<file path="src/rtl/intr_coal_pkg.sv">
package intr_coal_pkg;
  // word indices inside the 32-byte window
  localparam int unsigned IDX_COAL = 0;
  localparam int unsigned IDX_MASK = 1;
  localparam int unsigned IDX_CRED = 2;
  localparam int unsigned IDX_MOA  = 3;
  localparam int unsigned IDX_CUR  = 4;

  typedef struct packed {
    logic coal;
    logic mask;
    logic cred;
    logic moa;
  } wr_sel_t;
endpackage

</file>
<file path="src/rtl/intr_coal_regs.sv">
module intr_coal_regs
  import intr_coal_pkg::*;
#(
  parameter int unsigned COAL_W = 6,
  parameter int unsigned CRED_W = 16,
  parameter int unsigned DATA_W = 32,
  parameter int unsigned IDX_W  = 3
) (
  input  logic              clk_i,
  input  logic              rst_ni,
  input  wr_sel_t           wr_sel_i,
  input  logic [DATA_W-1:0] wr_data_i,
  input  logic              unmask_i,
  input  logic              fire_i,
  input  logic              rd_ok_i,
  input  logic [IDX_W-1:0]  rd_idx_i,
  input  logic [CRED_W-1:0] credits_i,
  input  logic [COAL_W-1:0] cur_i,
  output logic [COAL_W-1:0] coal_init_o,
  output logic              mask_o,
  output logic              moa_o,
  output logic [DATA_W-1:0] rd_data_o
);
  localparam logic [COAL_W-1:0] COAL_MAX = '1;

  logic [COAL_W-1:0] coal_wval;

  generate
    if (DATA_W > COAL_W) begin : g_clamp
      assign coal_wval = (|wr_data_i[DATA_W-1:COAL_W]) ? COAL_MAX
                                                        : wr_data_i[COAL_W-1:0];
    end else begin : g_direct
      assign coal_wval = wr_data_i[COAL_W-1:0];
    end
  endgenerate

  always_ff @(posedge clk_i or negedge rst_ni) begin
    if (!rst_ni) begin
      coal_init_o <= '0;
      moa_o       <= 1'b0;
    end else begin
      if (wr_sel_i.coal) coal_init_o <= coal_wval;
      if (wr_sel_i.moa)  moa_o       <= wr_data_i[0];
    end
  end

  // software writes win over the automatic mask
  always_ff @(posedge clk_i or negedge rst_ni) begin
    if (!rst_ni)                mask_o <= 1'b1;
    else if (wr_sel_i.mask)     mask_o <= wr_data_i[0];
    else if (unmask_i)          mask_o <= 1'b0;
    else if (fire_i && moa_o)   mask_o <= 1'b1;
  end

  always_comb begin
    rd_data_o = '0;
    if (rd_ok_i) begin
      case (int'(rd_idx_i))
        IDX_COAL: rd_data_o[COAL_W-1:0] = coal_init_o;
        IDX_MASK: rd_data_o[0]          = mask_o;
        IDX_CRED: rd_data_o[CRED_W-1:0] = credits_i;
        IDX_MOA:  rd_data_o[0]          = moa_o;
        IDX_CUR:  rd_data_o[COAL_W-1:0] = cur_i;
        default:  rd_data_o             = '0;
      endcase
    end
  end
endmodule

</file>
<file path="src/rtl/intr_coal_timer.sv">
module intr_coal_timer #(
  parameter int unsigned COAL_W = 6
) (
  input  logic              clk_i,
  input  logic              rst_ni,
  input  logic              reload_i,
  input  logic              fire_i,
  input  logic              tick_i,
  input  logic [COAL_W-1:0] coal_init_i,
  output logic [COAL_W-1:0] cur_o,
  output logic              zero_o
);
  assign zero_o = (cur_o == '0);

  always_ff @(posedge clk_i or negedge rst_ni) begin
    if (!rst_ni)                 cur_o <= '0;
    else if (reload_i || fire_i) cur_o <= coal_init_i;
    else if (tick_i && !zero_o)  cur_o <= cur_o - 1'b1;
  end
endmodule

</file>
<file path="src/rtl/intr_coal_credit.sv">
module intr_coal_credit #(
  parameter int unsigned CRED_W = 16
) (
  input  logic              clk_i,
  input  logic              rst_ni,
  input  logic              fire_i,
  input  logic              event_i,
  input  logic              cred_wr_i,
  input  logic [CRED_W-2:0] dec_i,
  output logic [CRED_W-1:0] credits_o,
  output logic              status_o,
  output logic              unsent_o
);
  logic [CRED_W-1:0] inc, sub, nxt;
  logic              clr;

  assign inc = {{(CRED_W-1){1'b0}}, fire_i};
  assign sub = cred_wr_i ? {1'b0, dec_i} : '0;
  assign nxt = credits_o + inc - sub;
  assign clr = cred_wr_i && (nxt == '0);

  always_ff @(posedge clk_i or negedge rst_ni) begin
    if (!rst_ni) begin
      credits_o <= '0;
      status_o  <= 1'b0;
      unsent_o  <= 1'b0;
    end else begin
      credits_o <= nxt;
      status_o  <= clr ? 1'b0 : (status_o | fire_i);
      if (clr || fire_i) unsent_o <= event_i;
      else               unsent_o <= unsent_o | event_i;
    end
  end
endmodule

</file>
<file path="src/rtl/intr_coal_ctrl.sv">
module intr_coal_ctrl
  import intr_coal_pkg::*;
#(
  parameter int unsigned COAL_W = 6,
  parameter int unsigned CRED_W = 16,
  parameter int unsigned DATA_W = 32,
  parameter int unsigned ADDR_W = 5
) (
  input  logic              clk_i,
  input  logic              rst_ni,
  input  logic              wr_en_i,
  input  logic [ADDR_W-1:0] wr_addr_i,
  input  logic [DATA_W-1:0] wr_data_i,
  input  logic [ADDR_W-1:0] rd_addr_i,
  output logic [DATA_W-1:0] rd_data_o,
  input  logic              event_i,
  input  logic              tick_i,
  output logic              irq_o,
  output logic              pending_o
);
  localparam int unsigned IDX_W      = ADDR_W - 2;
  localparam int unsigned UNMASK_BIT = CRED_W;
  localparam int unsigned RELOAD_BIT = CRED_W + 1;

  wr_sel_t           wr_sel;
  logic              wr_ok, rd_ok;
  logic [IDX_W-1:0]  wr_idx;
  logic              cred_wr, unmask, reload, fire;
  logic [COAL_W-1:0] coal_q, cur_q;
  logic              mask_q, moa_q, cur_zero, unsent_q;
  logic [CRED_W-1:0] cred_q;

  assign wr_ok  = wr_en_i && (wr_addr_i[1:0] == 2'b00);
  assign rd_ok  = (rd_addr_i[1:0] == 2'b00);
  assign wr_idx = wr_addr_i[ADDR_W-1:2];

  always_comb begin
    wr_sel      = '0;
    wr_sel.coal = wr_ok && (int'(wr_idx) == IDX_COAL);
    wr_sel.mask = wr_ok && (int'(wr_idx) == IDX_MASK);
    wr_sel.cred = wr_ok && (int'(wr_idx) == IDX_CRED);
    wr_sel.moa  = wr_ok && (int'(wr_idx) == IDX_MOA);
  end

  assign cred_wr = wr_sel.cred;
  assign unmask  = cred_wr && wr_data_i[UNMASK_BIT];
  assign reload  = cred_wr && wr_data_i[RELOAD_BIT];
  assign fire    = unsent_q && !mask_q && cur_zero;

  intr_coal_regs #(
    .COAL_W(COAL_W), .CRED_W(CRED_W), .DATA_W(DATA_W), .IDX_W(IDX_W)
  ) u_regs (
    .clk_i      (clk_i),
    .rst_ni     (rst_ni),
    .wr_sel_i   (wr_sel),
    .wr_data_i  (wr_data_i),
    .unmask_i   (unmask),
    .fire_i     (fire),
    .rd_ok_i    (rd_ok),
    .rd_idx_i   (rd_addr_i[ADDR_W-1:2]),
    .credits_i  (cred_q),
    .cur_i      (cur_q),
    .coal_init_o(coal_q),
    .mask_o     (mask_q),
    .moa_o      (moa_q),
    .rd_data_o  (rd_data_o)
  );

  intr_coal_timer #(.COAL_W(COAL_W)) u_timer (
    .clk_i      (clk_i),
    .rst_ni     (rst_ni),
    .reload_i   (reload),
    .fire_i     (fire),
    .tick_i     (tick_i),
    .coal_init_i(coal_q),
    .cur_o      (cur_q),
    .zero_o     (cur_zero)
  );

  intr_coal_credit #(.CRED_W(CRED_W)) u_credit (
    .clk_i    (clk_i),
    .rst_ni   (rst_ni),
    .fire_i   (fire),
    .event_i  (event_i),
    .cred_wr_i(cred_wr),
    .dec_i    (wr_data_i[CRED_W-2:0]),
    .credits_o(cred_q),
    .status_o (pending_o),
    .unsent_o (unsent_q)
  );

  assign irq_o = fire;
endmodule

</file>
<file path="config.mk">
export PLATFORM = sky130hd
export DESIGN_NAME = intr_coal_ctrl
export DESIGN_NICKNAME = d
export VERILOG_FILES = /design/src/rtl/intr_coal_pkg.sv /design/src/rtl/intr_coal_regs.sv /design/src/rtl/intr_coal_timer.sv /design/src/rtl/intr_coal_credit.sv /design/src/rtl/intr_coal_ctrl.sv
export SDC_FILE = /design/constraint.sdc
export NUM_CORES = 1
export LEC_CHECK = 0
export BUFFER_PORTS_ARGS = -buffer_cell sky130_fd_sc_hd__buf_2
export CORE_ASPECT_RATIO = 1.5
export CORE_MARGIN = 2
export CORE_UTILIZATION = 55
export CTS_BUF_LIST = sky130_fd_sc_hd__clkbuf_4
export CTS_CLUSTER_SIZE = 24
export DETAILED_ROUTE_END_ITERATION = 10
export PLACE_DENSITY = 0.86
export SLEW_MARGIN = 20
export SYNTH_ARGS = -nofsm -noshare
export SYNTH_HDL_FRONTEND = slang
export SYNTH_HIERARCHICAL = 1
export SYNTH_SLANG_ARGS = --single-unit
</file>
<file path="constraint.sdc">
create_clock -name clk_i -period 3.45 [get_ports clk_i]
set_input_delay 0.1725 -clock clk_i [delete_from_list [all_inputs] [get_ports clk_i]]
set_output_delay 0.1725 -clock clk_i [all_outputs]
set_load 0.01 [all_outputs]
</file>
### After elaboration in Yosys (flattened, before gate mapping)

Index checks and enable logic that the tools add are counted.

| word-level totals | value |
|---|---|
| latch bits | 0 |
| output and inout bits | 34 |
| memories kept | 0 |
| memory bits (read-only) | 0 |
| logic and storage cells | 57 |
| input bits | 47 |
| memory bits (writable) | 0 |
| register bits | 32 |

| operators by class | value |
|---|---|
| multiply operators | 0 |
| shift-type cells | 0 |
| bitwise logic cells | 2 |
| equal/unequal tests | 7 |
| $lt $le $gt $ge | 0 |
| divide/modulo/power cells | 0 |
| mux-type cells | 13 |
| reductions and logical operators | 25 |
| $add $sub $neg | 3 |

Operator list:

| kind | count |
|---|---|
| $reduce_or 26->1 | 1 |
| $mux 6 | 3 |
| $add 16x1->16 | 1 |
| $logic_not 16->1 | 1 |
| $mux 16 | 1 |
| $sub 16x16->16 | 1 |
| $mux 15 | 1 |
| $pmux 5 s3 | 1 |
| $eq 3x2->1 const B | 4 |
| $logic_and 1x1->1 | 12 |
| $mux 10 | 1 |
| $eq 3x1->1 const B | 2 |
| $logic_not 3->1 | 2 |
| $logic_not 6->1 | 1 |
| $sub 6x1->6 const B | 1 |
| $mux 1 | 5 |
| $pmux 1 s5 | 1 |
| $logic_not 2->1 | 2 |
| $eq 3x3->1 const B | 1 |
| $reduce_bool 3->1 | 1 |
| $logic_not 1->1 | 2 |
| $logic_or 1x1->1 | 2 |
| $or 1x1->1 | 2 |
| $reduce_bool 2->1 | 1 |

### Longest topological paths before layout

| depth | value |
|---|---|
| word-level depth | 9 |
| depth in mapped cells | 15 |
| mapped depth without buffers | 15 |

### Cells and area by module

Netlist, hierarchy kept.

By module, submodules not included:

| module | seq. area each (µm²) | cells each | instances | area an instance (µm²) |
|---|---|---|---|---|
| intr_coal_credit | 450.4 | 190 | 1 | 1667.8 |
| intr_coal_regs | 201.4 | 100 | 1 | 815.8 |
| intr_coal_timer | 150.1 | 43 | 1 | 371.6 |
| intr_coal_ctrl | 0.0 | 14 | 1 | 91.3 |

### Least setup slack after synthesis

Ideal clock, no wire load.

| timing | value |
|---|---|
| path kind | input port to flip-flop |
| start point | input port wr_addr_i[1] |
| end point | register u_credit.status_o |
| setup time | 0.133 ns |
| arrival time | 3.578 ns |
| cell stages on the path | 15 |
| path slack | -0.261 ns |
| buffers on the path | 3 |
| data required time | 3.317 ns |
| cells stage by stage | or4b_1 > buf_2 > nor3b_2 > clkbuf_1 > nand2_1 > ha_1 > ha_1 > buf_6 > a21o_1 > a31o_2 > or3_1 > a21oi_1 > o2111ai_1 > and4bb_1 > a31oi_1 |

| between the ends | value |
|---|---|
| cells in the longest elaborated chain, start to end | 8 |

Ends and longest elaborated chain:

| element | RTL line | text |
|---|---|---|
| from (decl) | intr_coal_ctrl.sv:12 | `input logic [ADDR_W-1:0] wr_addr_i,` |
| $logic_not 2->1 (*) | intr_coal_ctrl.sv:33 | `assign wr_ok = wr_en_i && (wr_addr_i[1:0] == 2'b00);` |
| $logic_and 1x1->1 (*) | intr_coal_ctrl.sv:33 |  |
| $logic_and 1x1->1 (*) | intr_coal_ctrl.sv:41 | `wr_sel.cred = wr_ok && (int'(wr_idx) == IDX_CRED);` |
| named net cred_wr | intr_coal_ctrl.sv:28 | `logic cred_wr, unmask, reload, fire;` |
| $mux 15 | intr_coal_credit.sv:18 | `assign sub = cred_wr_i ? {1'b0, dec_i} : '0;` |
| $sub 16x16->16 | intr_coal_credit.sv:19 | `assign nxt = credits_o + inc - sub;` |
| $logic_not 16->1 | intr_coal_credit.sv:20 | `assign clr = cred_wr_i && (nxt == '0);` |
| $logic_and 1x1->1 (*) | intr_coal_credit.sv:20 |  |
| $mux 1 (*) | intr_coal_credit.sv:29 | `status_o <= clr ? 1'b0 : (status_o \| fire_i);` |
| to (signal assigned) | intr_coal_credit.sv:29 |  |
| to (decl) | intr_coal_credit.sv:11 | `output logic status_o,` |

The timed path passes the listed nets; every way through them passes the cells marked *.
A chain may end at the register's enable or synchronous reset.

### Worst setup path after layout

| timing | value |
|---|---|
| start point | register u_timer.cur_o[0] |
| end point | register u_credit.status_o |

| between the ends | value |
|---|---|
| cells in the longest elaborated chain, start to end | 7 |
| elaborated cells between the ends (all ways) | 8 |
| classes of those cells | add/sub: 2; mux: 1; bitwise: 1; reduce/logical: 4 |

Ends and longest elaborated chain:

| element | RTL line | text |
|---|---|---|
| from (decl) | intr_coal_timer.sv:10 | `output logic [COAL_W-1:0] cur_o,` |
| from (signal assigned) | intr_coal_timer.sv:17 | `else if (reload_i \|\| fire_i) cur_o <= coal_init_i;` |
| from (signal assigned) | intr_coal_timer.sv:18 | `else if (tick_i && !zero_o) cur_o <= cur_o - 1'b1;` |
| $logic_not 6->1 | intr_coal_timer.sv:13 | `assign zero_o = (cur_o == '0);` |
| named net cur_zero | intr_coal_ctrl.sv:30 | `logic mask_q, moa_q, cur_zero, unsent_q;` |
| $logic_and 1x1->1 | intr_coal_ctrl.sv:48 | `assign fire = unsent_q && !mask_q && cur_zero;` |
| $add 16x1->16 | intr_coal_credit.sv:19 |  |
| $sub 16x16->16 | intr_coal_credit.sv:19 |  |
| named net u_credit.nxt[4] | intr_coal_credit.sv:14 | `logic [CRED_W-1:0] inc, sub, nxt;` |
| $logic_not 16->1 | intr_coal_credit.sv:20 |  |
| $logic_and 1x1->1 | intr_coal_credit.sv:20 |  |
| $mux 1 | intr_coal_credit.sv:29 |  |

The timed path passes the listed nets, and every way through them passes these cells.

==> qor.txt <==
Status -> finished clean
Total CTS buffers -> 5
Main flop type after synthesis -> dfrtp_1
Most frequent cell after synthesis -> nand2_1
WP data arrival -> 3480 ps
CP Launch Type -> flip-flop
# H-tree levels -> 2
CP delay by family, top -> simple AND/OR/NAND/NOR gates
Simple-gate share of the synthesized area -> 27.2%
Drt drc -> 0
Post-Syn Instances -> 347
Final min period -> 3260 ps
Pre-CTS setup slack -> -158 ps
IR drop worst, VDD -> 706 µV
Fmax -> 0.306 GHz
Synth unique cells -> 65
Compound-cell area share of the yosys netlist -> 16.3%
Chip height -> 93.6 µm
Cell depth of the worst hold path -> 3
CP required -> 3670 ps
Post-Route Skew -> 4.70 ps
Ys Warns -> 6
Worst setup path end -> u_credit/status_o$_DFF_PN0_
Slew @ Worst Pin -> 756 ps
Commonest cells post-synth -> 38 x nand2_1, 32 x ha_1, 31 x dfrtp_1
RSZ-0062 raised after global routing -> false
Register-to-Register Path Depth -> 15
#FFs+latches synth -> 32
Fin crit share -> 94.6%
PwrDens -> 1020 nW/µm²
Global-route wire length before repair -> 13100 µm
Grt ovf -> 0
First-pass detailed-route iteration total -> 4
Area delta synth->final -> 19.9%
Antenna Cells -> 0
CTS sink cnt -> 32
Buf/Inv on CP -> 1
Critical R2R Capture -> u_credit/status_o$_DFF_PN0_
Synth Area in Adders -> 14.3%
Chip Width -> 63.8 µm
Vias per std cell -> 5.80
Sequential-to-total area share from yosys stat -> 27.2%
Setup ws final -> 186 ps
Total Wirelength -> 8060 µm
Global Route Usage Sum -> 28.3%
Hold_sp -> wr_data_i[0]
Post-CTS Setup Inserts -> 0
Final Non-Filler Cells -> 503
Setup_tns -> 0 ps
Resize count post-CTS -> 0
Post-Synth XOR/XNOR Area -> 3.86%
Synthesized area per cell -> 8.49 µm²
Final hold vios -> 0
Worst-path clk slew -> 100 ps
Vias in the first global route -> 2877
Area leader, netlist -> dfrtp_1
Drt first-iter violations -> 144
CP Class -> flip-flop to flip-flop
GP Congestion -> 0.919
Clock Path Buffers -> 2
Reg2Reg Launch Point -> u_timer/cur_o[0]$_DFFE_PN0P_
Starting Density -> 57.0%
Top Ports -> 81
Hold_buf cts -> 1
Met2 Use GR -> 53.9%
Max-slew violations -> 0
Type of the worst min-delay path -> input pin to flip-flop
Mux contribution to synthesized area -> 3.10%
Share of post-route cells with drive strength above 1 -> 29.0%
Critical path depth -> 15
GR Util met3 -> 4.45%
Root buf cell -> clkbuf_4
Clock Latency Late Sink -> 340 ps
Async set or reset register ratio after synthesis -> 100%
Final setup fails -> 0
Synthesized cell area -> 2950 µm²
M1 GR Usage -> 30.0%
Max-Cap Viols -> 0
Core ar. -> 5160 µm²
Reg-to-reg slack, setup -> 190 ps
Placed Cells -> 494
DP Area -> 3470 µm²
Wirelength per Cell -> 16.0 µm
Top Usage Layer GRT -> met2
Critical Path Max Stage Delay -> 430 ps
TritonCTS clock tree -> yes
Row count -> 32
Port-buffer cells -> 64
Largest net degree at the start of global routing -> 33
Critical-path cell list -> inv_1 -> ha_1 -> nor2b_1 -> and2_4 -> nand2_1 -> nor2_1 -> ha_1 -> fa_1 -> a21o_1 -> a21oi_1 -> xnor2_1 -> nor3_1 -> o2111ai_2 -> and4bb_1 -> a31oi_1
Via count -> 2919
Largest family of logic cells by synthesized area -> simple AND/OR/NAND/NOR gates
Slowest CP cell -> fa_1
Final HPWL DP -> 6550 µm
Final design area excluding fillers -> 3530 µm²
Area contributors post-synth -> dfrtp_1 26%, ha_1 14%, nand2_1 4.8%, a21oi_1 4.8%, buf_4 4.3%
Crit. Startpoint -> u_timer/cur_o[0]$_DFFE_PN0P_
Final Total Pwr -> 0.00360 W
Post-synth EDFFs -> 0
CP most frequent cell -> ha_1
Synth top area share -> 26.3%
# nets final -> 514
Slew headroom -> 49.6%
Initial antenna violation count -> 0
Crit-path max FO -> 4
Leak -> 1.69 nW
Routed Antenna Nets -> 0
Worst Setup End Kind -> flip-flop
Die ar. -> 5970 µm²
-- cells by family after synthesis --
group           count (synthesis)
flops                          32
other cells                     1
mux                             9
simple gates                  144
buf+inv                        41
fa+ha+maj                      33
compound gates                 74
xor+xnor                       13
-- power breakdown --
group	total (W)	internal, W	switching, W
registers	0.000685	0.000563	0.000121
logic	0.00270	0.00123	0.00147
clock network	0.000219	0.0000833	0.000135
total	0.00360	0.00188	0.00172
-- placed cells by master (no fill, tap or decap), types with 3 or more instances in the layout --
master / netlist / final
ha_1: 32 / 32
buf_2: 5 / 64
buf_4: 17 / 28
mux2i_1: 8 / 8
nor3_1: 7 / 7
xnor2_1: 8 / 8
a211oi_1: 3 / 3
a31oi_1: 9 / 9
clkbuf_4: 0 / 6
nand2_1: 38 / 37
nor3_2: 3 / 3
o21ai_0: 7 / 7
nor4_1: 10 / 9
xor2_1: 5 / 5
nand4_1: 6 / 6
nor2_1: 30 / 30
inv_1: 13 / 13
a21o_1: 5 / 5
dfrtp_1: 31 / 31
nand3_1: 3 / 3
or2_2: 6 / 6
nand3b_1: 3 / 3
a21oi_1: 28 / 27
and3_1: 5 / 5
and2_1: 12 / 12
conb_1: 1 / 16
-- final cells by class --
| cell class | instances | area (µm²) |
|---|---|---|
| Clock buffer | 6 | 45.0 |
| Clock inverter | 2 | 7.51 |
| Fill cell | 405 | 1630 |
| Inverter | 13 | 48.8 |
| Multi-Input combinational cell | 289 | 2000 |
| Sequential cell | 32 | 802 |
| Tap cell | 68 | 85.1 |
| Timing Repair Buffer | 93 | 541 |
-- routing by layer --
| metal | wire (µm) | vias to the layer above |
|---|---|---|
| met5 | 0 | - |
| met4 | 276 | 0 |
| met3 | 295 | 31 |
| met2 | 4440 | 100 |
| met1 | 3050 | 1383 |
| li1 | - | 1405 |
-- stage by stage --
step / hold WS [ps] / util, %
4_1_cts: 75.4 / 68.4
2_1_floorplan: -123 / -
3_5_place_dp: 280 / 67.2
5_1_grt: 82.4 / 68.4
6_report: 86.1 / 68.4
3_3_place_gp: 280 / 67.2
-- state kept, by name (all words and copies together), names as in the netlist --
name	count
u_credit/status_o	1
u_credit/credits_o	16
u_timer/cur_o	6
u_credit/unsent_o	1
u_regs/moa_o	1
u_regs/coal_init_o	6
u_regs/mask_o	1
-- how the worst min path moves through the flow --
stage | end | slack, ps
after global routing | u_regs/mask_o$_DFFE_PN1P_ | 80
after global placement | u_timer/cur_o[5]$_DFFE_PN0P_ | 280
after floorplan | u_credit/credits_o[0]$_DFF_PN0_ | -120
after detailed placement | u_regs/coal_init_o[2]$_DFFE_PN0P_ | 280
after CTS | u_regs/mask_o$_DFFE_PN1P_ | 80
final | u_regs/mask_o$_DFFE_PN1P_ | 90
-- worst min-delay path, delay by kind of cell --
kind	cells	cell delay, ps
buffers and inverters	1	140
AND/OR/NAND/NOR	1	60
AO/OA/AOI/OAI	1	60
(Power assumes the default switching activity.)
